File: src/rtl/rank_refresh_fsm.sv
module rank_refresh_fsm #(
  parameter int NUM_BANKS = 4,
  parameter int TW        = 24,
  parameter int T_REFI    = 120,
  parameter int T_RP      = 3,
  parameter int T_RFC     = 15,
  parameter int CNT_W     = 16
) (
  input  logic                          clk,
  input  logic                          rst_n,
  input  logic                          req_inflight,
  input  logic                          wake_pending,
  input  logic [NUM_BANKS*TW-1:0]       bank_pre_ok,
  input  logic [$clog2(NUM_BANKS+1)-1:0] banks_active,
  output logic                          available,
  output logic                          pre_all,
  output logic                          refresh,
  output logic [2:0]                    pwr_state,
  output logic [TW-1:0]                 act_block_until,
  output logic                          late_err,
  output logic                          wake,
  output logic [5*CNT_W-1:0]            res_cycles
);
  localparam logic [TW-1:0] REFI  = TW'(T_REFI);
  localparam logic [TW-1:0] RP    = TW'(T_RP);
  localparam logic [TW-1:0] RFC   = TW'(T_RFC);
  localparam logic [2:0]    P_IDLE = 3'd0;
  localparam logic [2:0]    P_REF  = 3'd1;
  localparam logic [2:0]    P_ACT  = 3'd3;

  typedef enum logic [2:0] {S_IDLE, S_DRAIN, S_PRE, S_REF, S_REFW} st_t;

  st_t           st;
  logic [TW-1:0] now, ref_at, due;
  logic          banks_ready;

  always_comb begin
    banks_ready = 1'b1;
    for (int i = 0; i < NUM_BANKS; i++)
      if (bank_pre_ok[i*TW +: TW] > now) banks_ready = 1'b0;
  end

  assign available = (st == S_IDLE);

  always_ff @(posedge clk) begin
    if (!rst_n) begin
      st              <= S_IDLE;
      now             <= '0;
      ref_at          <= REFI - RP;
      due             <= '0;
      act_block_until <= '0;
      pre_all         <= 1'b0;
      refresh         <= 1'b0;
      late_err        <= 1'b0;
      wake            <= 1'b0;
    end else begin
      now     <= now + 1'b1;
      pre_all <= 1'b0;
      refresh <= 1'b0;
      wake    <= 1'b0;
      case (st)
        S_IDLE:  if (now >= ref_at) begin
                   st  <= S_DRAIN;
                   due <= ref_at + RP;
                 end
        S_DRAIN: if (!req_inflight) st <= S_PRE;
        S_PRE:   if (banks_ready) begin
                   pre_all         <= 1'b1;
                   act_block_until <= now + RP;
                   st              <= S_REF;
                 end
        S_REF:   if (now >= act_block_until) begin
                   refresh         <= 1'b1;
                   act_block_until <= now + RFC;
                   ref_at          <= due + REFI - RP;
                   if (due + REFI < now + RFC) late_err <= 1'b1;
                   st              <= S_REFW;
                 end
        S_REFW:  if (now >= act_block_until) begin
                   st   <= S_IDLE;
                   wake <= !wake_pending;
                 end
        default: st <= S_IDLE;
      endcase
    end
  end

  always_ff @(posedge clk) begin
    if (!rst_n)                  pwr_state <= P_IDLE;
    else if (st == S_REFW)       pwr_state <= P_REF;
    else if (banks_active != '0) pwr_state <= P_ACT;
    else                         pwr_state <= P_IDLE;
  end

  for (genvar k = 0; k < 5; k++) begin : g_res
    always_ff @(posedge clk) begin
      if (!rst_n)
        res_cycles[k*CNT_W +: CNT_W] <= '0;
      else if (pwr_state == 3'(k) && res_cycles[k*CNT_W +: CNT_W] != {CNT_W{1'b1}})
        res_cycles[k*CNT_W +: CNT_W] <= res_cycles[k*CNT_W +: CNT_W] + 1'b1;
    end
  end


  drain_hold_chk: assert property (@(posedge clk) disable iff (!rst_n)
    (st == S_DRAIN && req_inflight) |=> (st == S_DRAIN));


  pre_all_busy_chk: assert property (@(posedge clk) disable iff (!rst_n)
    pre_all |-> !available);


  refresh_pulse_chk: assert property (@(posedge clk) disable iff (!rst_n)
    refresh |=> (!refresh && !pre_all && !available));


  late_sticky_chk: assert property (@(posedge clk) disable iff (!rst_n)
    late_err |=> late_err);


  pwr_ref_chk: assert property (@(posedge clk) disable iff (!rst_n)
    (pwr_state == P_REF) |-> $past(st == S_REFW));


  wake_idle_chk: assert property (@(posedge clk) disable iff (!rst_n)
    wake |-> (available && $past(!wake_pending)));
endmodule

File: config.mk
export PLATFORM = sky130hd
export DESIGN_NAME = rank_refresh_fsm
export DESIGN_NICKNAME = d
export VERILOG_FILES = /design/src/rtl/rank_refresh_fsm.sv
export SDC_FILE = /design/constraint.sdc
export NUM_CORES = 1
export LEC_CHECK = 0
export CORE_MARGIN = 2
export CORE_UTILIZATION = 55
export DETAILED_ROUTE_END_ITERATION = 6
export PLACE_DENSITY = 0.91
export SLEW_MARGIN = 25
export SYNTH_ARGS = -nofsm -noshare
export SYNTH_HDL_FRONTEND = slang
export SYNTH_SLANG_ARGS = --single-unit
File: constraint.sdc
create_clock -name clk -period 3.9 [get_ports clk]
set_input_delay 0.585 -clock clk [delete_from_list [all_inputs] [get_ports clk]]
set_output_delay 0.585 -clock clk [all_outputs]
set_load 0.03 [all_outputs]
---- Word level (Yosys, flattened, before mapping) ----
Index checks and enable logic that the tools add are counted.
word-level totals
  register bits ........................... 185
  bits of input ports ..................... 103
  output and inout bits ................... 112
  logic and storage cells ................. 89
cells by class
  add/subtract/negate cells ............... 11
  order comparisons ....................... 7
  eq/ne operators ......................... 18
  multiplexer cells ....................... 17
  bitwise logic cells ..................... 1
  reductions and logical operators ........ 19
operators with widths
  kind                                                                   count
  24-bit > comparator                                                    4
  16-bit by 1-bit adder with 16-bit output, second input constant        5
  16-bit != test, second input constant                                  5
  24-bit by 2-bit adder with 24-bit output, second input constant        2
  24-bit greater-or-equal comparator                                     2
  24-bit two-way mux                                                     2
  24-bit case mux with 2 select lines                                    1
  24-bit by 1-bit adder with 24-bit output, second input constant        1
  24-bit by 4-bit adder with 24-bit output, second input constant        1
  24-bit by 7-bit adder with 24-bit output, second input constant        1
  24-bit less-than comparator                                            1
  24-bit by 2-bit subtractor with 24-bit output, second input constant   1
  3-bit two-way mux                                                      5
  3-bit case mux with 5 select lines                                     1
  3-bit AND reduction                                                    3
  2-bit != test, second input constant                                   4
  2-bit AND reduction                                                    4
  1-bit two-way mux                                                      7
  3-bit by 2-bit equality test with 1-bit output, second input constant  2
  3-bit zero test                                                        2
  1-bit logical AND                                                      5
  5-bit AND reduction                                                    1
  2-bit equality test, second input constant                             2
  2-bit by 3-bit equality test with 1-bit output, second input constant  1
  10 further kinds                                                       10

---- Longest topological paths before layout ----
Gate-level depths: netlist of the first run.
  word-level depth ........................ 7
  mapped depth ............................ 16
  mapped depth without buffers ............ 16

---- Least setup slack after synthesis of the first run ----
OpenSTA, ideal clock, no wires.
  path kind ............................... register -> register
  from .................................... reg due[3]
  to ...................................... reg late_err
  library setup time ...................... 0.132 ns
  data arrival time ....................... 3.155 ns
  required time ........................... 3.768 ns
  setup slack ............................. 0.613 ns
  stages on the path, launching flop included .. 17
  path buffers ............................ 0
  clock period less this slack ............ 3.287 ns
  path through ............................ dfxtp_1 -> inv_1 -> ha_1 -> nor3b_2 -> nor3_1 -> and3_1 -> xnor2_1 -> inv_1 -> ha_1 -> nand2_1 -> nor3_1 -> o21ai_0 -> a31oi_1 -> nor2_1 -> maj3_1 -> o31ai_1 -> a211oi_1
on the way
  word-level cells in the longest chain between the ends .. 3
ends and longest elaborated chain
  element                                   line  RTL
  start: declaration                        34    logic [TW-1:0] now, ref_at, due;
  start signal: assignment                  64    due <= ref_at + RP;
  24-bit by 7-bit adder with 24-bit output  76    if (due + REFI < now + RFC) late_err <= 1'b1;
  24-bit less-than comparator               76
  3-bit AND reduction (no line)             --
  end signal: assignment                    54    late_err <= 1'b0;
  end signal: assignment                    76
  end: declaration                          20    output logic late_err,
No other way between the ends.
A chain may end at the register's enable or synchronous reset.

---- Worst setup path after layout of the first run ----
  from .................................... reg now[20]
  to ...................................... reg act_block_until[0]
on the way
  word-level cells in the longest chain between the ends .. 7
  elaborated cells on any way between the ends .. 12
  those cells by class .................... 5 x order compare; 2 x eq/ne; 4 x mux; 1 x reduce/logical
ends and longest elaborated chain
  element                            line  RTL
  start: declaration                 34
  start signal: assignment           57    now <= now + 1'b1;
  24-bit > comparator                40    if (bank_pre_ok[i*TW +: TW] > now) banks_ready = 1'b0;
  1-bit two-way mux (4 in series)    40
  2-bit != test (no line)            --
  3-bit AND reduction (no line) (*)  --
  end signal: assignment             69    act_block_until <= now + RP;
  end signal: assignment             74    act_block_until <= now + RFC;
  end: declaration                   19    output logic [TW-1:0] act_block_until,
Every way passes the cells marked *; elsewhere a longest branch is shown, timed or not.

==> flow_summary.json, run 1 <==
{
  "status": "complete, no violations",
  "ir_drop_mv": 0.212,
  "io_pins": 215,
  "min_path_type": "register to register",
  "fin_skew_ns": 0.0111,
  "power.density_nw_per_um2": 252,
  "synth-edff-count": 0,
  "root_buffer": "clkbuf_16",
  "cts_tree": "built",
  "grt_antenna_before_repair": 1,
  "synthesis.area_um2": 12500,
  "clock_path_buffers": 2,
  "slew_headroom_pct": 36.8,
  "drive_above_1_share_pct": 4.67,
  "hold_viol": 0,
  "path_max_fanout": 8,
  "syn2layout_area_growth_pct": 23.7,
  "dpl.hpwl_mm": 28.4,
  "yosys_warnings": 0,
  "postRouteAntennaNets": 0,
  "synth.distinct_cells": 62,
  "clkLatencyLatePin_ns": 0.44,
  "rsz0062_at_grt": "no",
  "die_h_um": 155,
  "holdBufCountCts": 0,
  "finalHoldWorstSlack_ns": 0.502,
  "max-cap-violations": 0,
  "layout_common_cells": "197 x clkdlybuf4s50_1, 176 x ha_1, 169 x dfxtp_1, 148 x nand2_1, 144 x nor2_1",
  "tightest_slew_ns": 0.947,
  "placementRows": 55,
  "via_per_inst": 6.08,
  "hp-start": "act_block_until[20]",
  "fin_crit_sh_pct": 96.1,
  "grt_pass1_vias": 11900,
  "post-place-ws_ns": 0.0314,
  "numCtsBuffers": 17,
  "r2r_setup_slack_ns": 0.15,
  "drc": 0,
  "cts_sinks": 169,
  "worst_hold_path.num_cells": 2,
  "setup_viol": 0,
  "worstHoldEndpoint": "act_block_until[20]",
  "ff2ff_path_depth": 10,
  "grt-ovfl-total": 0,
  "first_pass_iters": 6,
  "rr_endpoint": "act_block_until[0]",
  "diodes": 0,
  "layout_commonest_cell": "clkdlybuf4s50_1",
  "ys_async_sr_fraction_pct": 0,
  "port_buffers": 197,
  "layout_min_cycle_time_ns": 3.75,
  "r2r-start": "now[20]",
  "ys_ff_latch": 169,
  "worst_slack_ns": 0.153,
  "grt_pass1_wl_mm": 59.4,
  "htreeDepth": 4,
  "path_clk_slew_ns": 0.07,
  "core_area_um2": 22500,
  "grt_start_max_net_pins": 84,
  "die_w_um": 155,
  "start_kind": "register",
  "cp_data_required_time_ns": 4.23,
  "dr_total_vias": 12400,
  "drv_slew": 0,
  "synth_area_per_cell_um2": 8.09,
  "synth_flop_cell": "dfxtp_1",
  "p_leak_uw": 0.00582,
  "start_util_pct": 55.5,
  "drt-total-wl_mm": 37.4,
  "crit_path_end_kind": "register",
  "arrival_ns": 4.08,
  "tns_ns": 0,
  "die_area_um2": 23900,
  "gp_congestion": 1.01,
  "grtUsageTotal_pct": 30.6,
  "fmax_mhz": 267,
  "dr.first_iter.drc_count": 1244,
  "critical_path_class": "register to register",
  "layout.nets": 2023,
  "wl_per_cell_um": 18.3,
  "syn_inst": 1544,
  "yosysSeqAreaShare_pct": 27.1
}
==> logic make-up after synthesis <==
| family | Yosys count | share of synthesized area, % |
|---|---|---|
| muxes | 17 | 1.47 |
| DFF | 169 | 27.1 |
| xor gates and xnor gates | 167 | 11.7 |
| AOI/OAI and AO/OA | 290 | 14.6 |
| buffers and inverters | 158 | 5.26 |
| other | 1 | 0.0300 |
| and+or+nand+nor | 564 | 22.0 |
| adders and majority gates | 178 | 17.8 |
==> sequential cells by signal, summed over array words and instances, names as in the netlist <==
signal           flops
late_err             1
refresh              1
due                 24
act_block_until     24
pwr_state            2
ref_at              24
wake                 1
pre_all              1
st                   3
res_cycles          64
now                 24
==> cell type report <==
type                            instances  area, µm²
Fill cell                            1705       7050
Clock buffer                           18        429
Sequential cell                       169       3380
Timing Repair Buffer                  229       2220
Clock inverter                         14        155
Inverter                               94        355
Tap cell                              285        357
Multi-Input combinational cell       1233       8550
==> worst max-delay path, cell delays in order (launching register included) <==
cell,delay [ns]
dfxtp_1,0.54
inv_1,0.30
ha_1,0.36
nand4_1,0.17
nor4_1,0.64
nand2_1,0.15
nand3b_1,0.13
o21ai_0,0.08
and4b_1,0.35
a21oi_1,0.51
mux2_2,0.40
==> routing by layer <==
| layer | GRT usage [%] | up-vias | wire length (µm) |
|---|---|---|---|
| met5 | 0 | - | 0 |
| met4 | 10.9 | 0 | 1240 |
| met3 | 6.56 | 117 | 3220 |
| met2 | 51.7 | 627 | 17500 |
| met1 | 38.5 | 5801 | 15400 |
| li1 | - | 5863 | - |
==> report_power, final <==
part,switching [µW],internal (µW)
logic,230,210
clock network,798,910
registers,17.1,1740
==> metrics by stage <==
| stage | area [µm²] | total power (µW) | utilization [%] | std cells |
|---|---|---|---|---|
| floorplan | 12600 | 2030 | - | 1560 |
| global placement | 14800 | 2200 | 66.0 | 2010 |
| detailed placement | 14800 | 2220 | 66.0 | 2010 |
| CTS | 15400 | 3910 | 68.6 | 2042 |
| global route | 15500 | 4020 | 68.7 | 2042 |
| finish | 15500 | 3900 | 68.7 | 2042 |
==> how the worst max path moves through the flow <==
stage	from	endpoint	slack, ns	cells past startpoint
finish	now[20]	act_block_until[0]	0.15	10
CTS	now[2]	act_block_until[0]	0.19	10
global placement	bank_pre_ok[70]	act_block_until[0]	0.1	10
detailed placement	bank_pre_ok[70]	act_block_until[0]	0.03	10
floorplan	due[3]	late_err	0.61	16
global route	now[6]	late_err	0.01	13
==> synth_stat cells (16+ instances only) <==
cell	instances	area, µm²
a211oi_1	63	473
ha_1	176	2200
a21o_1	16	120
buf_4	17	128
xor2_1	34	298
xnor2_1	133	1160
dfxtp_1	169	3380
o21ai_0	55	275
nand3_1	61	305
clkbuf_1	43	161
inv_1	89	334
or3_1	22	138
and3_1	18	113
nand2_1	148	556
nor3_1	43	215
a21oi_1	99	495
nand4_1	47	294
nor2_1	145	544
==> what timing repair did <==
action	4_1_cts	5_1_grt
setup buffers	0	0
endpoints found under the setup margin	0	7
gates resized for setup	0	4
(Power assumes the default switching activity.)
==> inputs of run 2 (changes only) <==
--- a/config.mk
+++ b/config.mk
@@ -5,6 +5,7 @@
 export SDC_FILE = /design/constraint.sdc
 export NUM_CORES = 1
 export LEC_CHECK = 0
+export CAP_MARGIN = 20
 export CORE_MARGIN = 2
 export CORE_UTILIZATION = 55
 export DETAILED_ROUTE_END_ITERATION = 6
==> results of run 2 <==
Same layout as run 1: the final DEF is identical, and so are final timing and power.
==> inputs of run 3 (changes only) <==
--- a/config.mk
+++ b/config.mk
@@ -7,9 +7,9 @@
 export LEC_CHECK = 0
 export CAP_MARGIN = 20
 export CORE_MARGIN = 2
-export CORE_UTILIZATION = 55
+export CORE_UTILIZATION = 54
 export DETAILED_ROUTE_END_ITERATION = 6
-export PLACE_DENSITY = 0.91
+export PLACE_DENSITY = 0.89
 export SLEW_MARGIN = 25
 export SYNTH_ARGS = -nofsm -noshare
 export SYNTH_HDL_FRONTEND = slang
==> run 3 against run 2 <==
- maximum frequency increased by 2.2%
- global-route usage up 0.089 points
- sequential power barely moved
- critical path depth rose by 4
- largest cell class unchanged
- utilization fell by 0.55 points
- hold slack got worse by 0.020 ns
- critical path type unchanged
==> flow_summary.json, run 3 (synthesized netlist as in run 1, its figures left out) <==
{
  "status": "complete, no violations",
  "diodes": 0,
  "path_max_fanout": 8,
  "grt_antenna_before_repair": 0,
  "root_buffer": "clkbuf_16",
  "dpl-instance-area_um2": 14900,
  "holdBufCountCts": 0,
  "clkPwrFrac_pct": 44.8,
  "placementRows": 55,
  "grtUsageTotal_pct": 30.7,
  "die_w_um": 156,
  "die_area_um2": 24400,
  "critical_path_class": "register to register",
  "p_switching_uw": 1090,
  "crit_path_cell_trace": "clkinv_1 -> nor3_1 -> nand2_1 -> nor4_1 -> buf_4 -> nand2_1 -> xnor2_1 -> ha_1 -> nor2b_1 -> o21ai_0 -> nand2b_1 -> a221oi_1 -> a21oi_1 -> a211oi_1",
  "grt_start_max_net_pins": 66,
  "final_cell_count_no_fill": 2043,
  "layout.nets": 2024,
  "dpl.hpwl_mm": 28.7,
  "drc": 0,
  "fin_crit_sh_pct": 94.0,
  "postRouteAntennaNets": 0,
  "slew_headroom_pct": 44.0,
  "numCtsBuffers": 17,
  "use_met1_pct": 37.9,
  "grt-ovfl-total": 0,
  "pwr-share-comb_pct": 11.2,
  "layout_commonest_cell": "clkdlybuf4s50_1",
  "first_pass_iters": 6,
  "grt_pass1_vias": 12000,
  "syn2layout_area_growth_pct": 23.8,
  "final_util_pct": 68.1,
  "path_clk_slew_ns": 0.08,
  "gp_congestion": 1.00,
  "grt_pass1_wl_mm": 60.1,
  "crit_path_end_kind": "register",
  "via_per_inst": 6.12,
  "setup_viol": 0,
  "max-cap-violations": 0,
  "met2_usage_pct": 52.8,
  "fin_skew_ns": 0.0144,
  "max_stage_delay_ns": 0.67,
  "p_leak_uw": 0.00584,
  "cts_sinks": 169,
  "grtUsageMet3_pct": 6.22,
  "finalHoldWorstSlack_ns": 0.483,
  "tns_ns": 0,
  "top_register": "res_cycles",
  "swShare_pct": 27.4,
  "layout_min_cycle_time_ns": 3.67,
  "port_buffers": 197,
  "hold_viol": 0,
  "fmax_mhz": 273,
  "min_path_type": "register to register",
  "internal_power_uw": 2890,
  "drive_above_1_share_pct": 4.66,
  "drt-total-wl_mm": 37.7,
  "cp_data_required_time_ns": 4.26,
  "htreeDepth": 4,
  "cpMostUsedCell": "nand2_1",
  "core_area_um2": 22700,
  "power_frac_seq_pct": 44.1,
  "placed_cells": 2011,
  "wl_per_cell_um": 18.5,
  "start_kind": "register",
  "largest_register_ffs": 64,
  "ir_drop_mv": 0.271,
  "die_h_um": 156,
  "start_util_pct": 55.0,
  "final_area_um2": 15500,
  "drv_slew": 0,
  "tightest_slew_ns": 0.819,
  "clock_path_buffers": 2,
  "rsz0062_at_grt": "no",
  "layout_common_cells": "197 x clkdlybuf4s50_1, 176 x ha_1, 169 x dfxtp_1, 148 x nand2_1, 144 x nor2_1",
  "cp_slowest_cell": "nor3_1",
  "cts_setup_buffers": 0,
  "clkLatencyLatePin_ns": 0.45,
  "dr.first_iter.drc_count": 1361,
  "busiest_layer": "met2",
  "cts_tree": "built",
  "arrival_ns": 4.03,
  "io_pins": 215,
  "power.density_nw_per_um2": 257,
  "dr_total_vias": 12500
}
==> run 3: cell types whose count changed in the layout (fill, tap and decap cells not counted), sizes merged <==
cell	before	now
buf	32	33
inv	99	100
clkinvlp	2	1
==> run 3: power by group through the flow <==
stage / Clock (µW) / Sequential [µW] / Combinational (µW)
final: 1780 / 1750 / 444
after global routing: 1850 / 1750 / 485
after CTS: 1780 / 1750 / 439
after detailed placement: 0 / 1790 / 434
after global placement: 0 / 1790 / 412
after floorplan: 0 / 1800 / 231
==> run 3: final cells by class <==
| type | instances | area [µm²] |
|---|---|---|
| Clock buffer | 18 | 439 |
| Inverter | 94 | 355 |
| Tap cell | 285 | 357 |
| Sequential cell | 169 | 3380 |
| Fill cell | 1759 | 7240 |
| Multi-Input combinational cell | 1233 | 8530 |
| Clock inverter | 14 | 168 |
| Timing Repair Buffer | 230 | 2230 |
==> run 3: what timing repair did <==
item | in CTS | in global routing
resized for setup | 0 | 1
setup endpoints to repair | 0 | 9
endpoints found under the hold margin | 0 | 0
==> run 3: per-stage QoR <==
| step | power [µW] | worst slack [ns] |
|---|---|---|
| global route | 4090 | 0.0196 |
| CTS | 3970 | 0.338 |
| detailed placement | 2230 | 0.132 |
| finish | 3980 | 0.235 |
| global placement | 2200 | 0.227 |
| floorplan | 2030 | 0.613 |
==> run 3: final timing paths <==
path                       start  cells after the start                  end  slack (ns)
min          act_block_until[20]                      2  act_block_until[20]        0.48
max reg2reg              now[18]                     14             late_err        0.23
max                      now[18]                     14             late_err        0.23
min reg2reg  act_block_until[20]                      2  act_block_until[20]        0.48
==> run 3: routing by layer <==
| layer | vias up | routed length, µm | part of all wire, % |
|---|---|---|---|
| met2 | 653 | 17900 | 47 |
| met3 | 122 | 3250 | 8.6 |
| met5 | - | 0 | 0 |
| met4 | 0 | 1240 | 3.3 |
| li1 | 5866 | - | - |
| met1 | 5860 | 15400 | 41 |
==> run 3: worst max-delay path, delay by kind of cell, from the launching register on <==
kind | cells | cell delay (ns)
xor gates and xnor gates | 1 | 0.20
AOI/OAI and AO/OA | 4 | 0.79
adders and majority gates | 1 | 0.28
and+or+nand+nor | 6 | 1.38
buffers and inverters | 2 | 0.56
DFF | 1 | 0.38
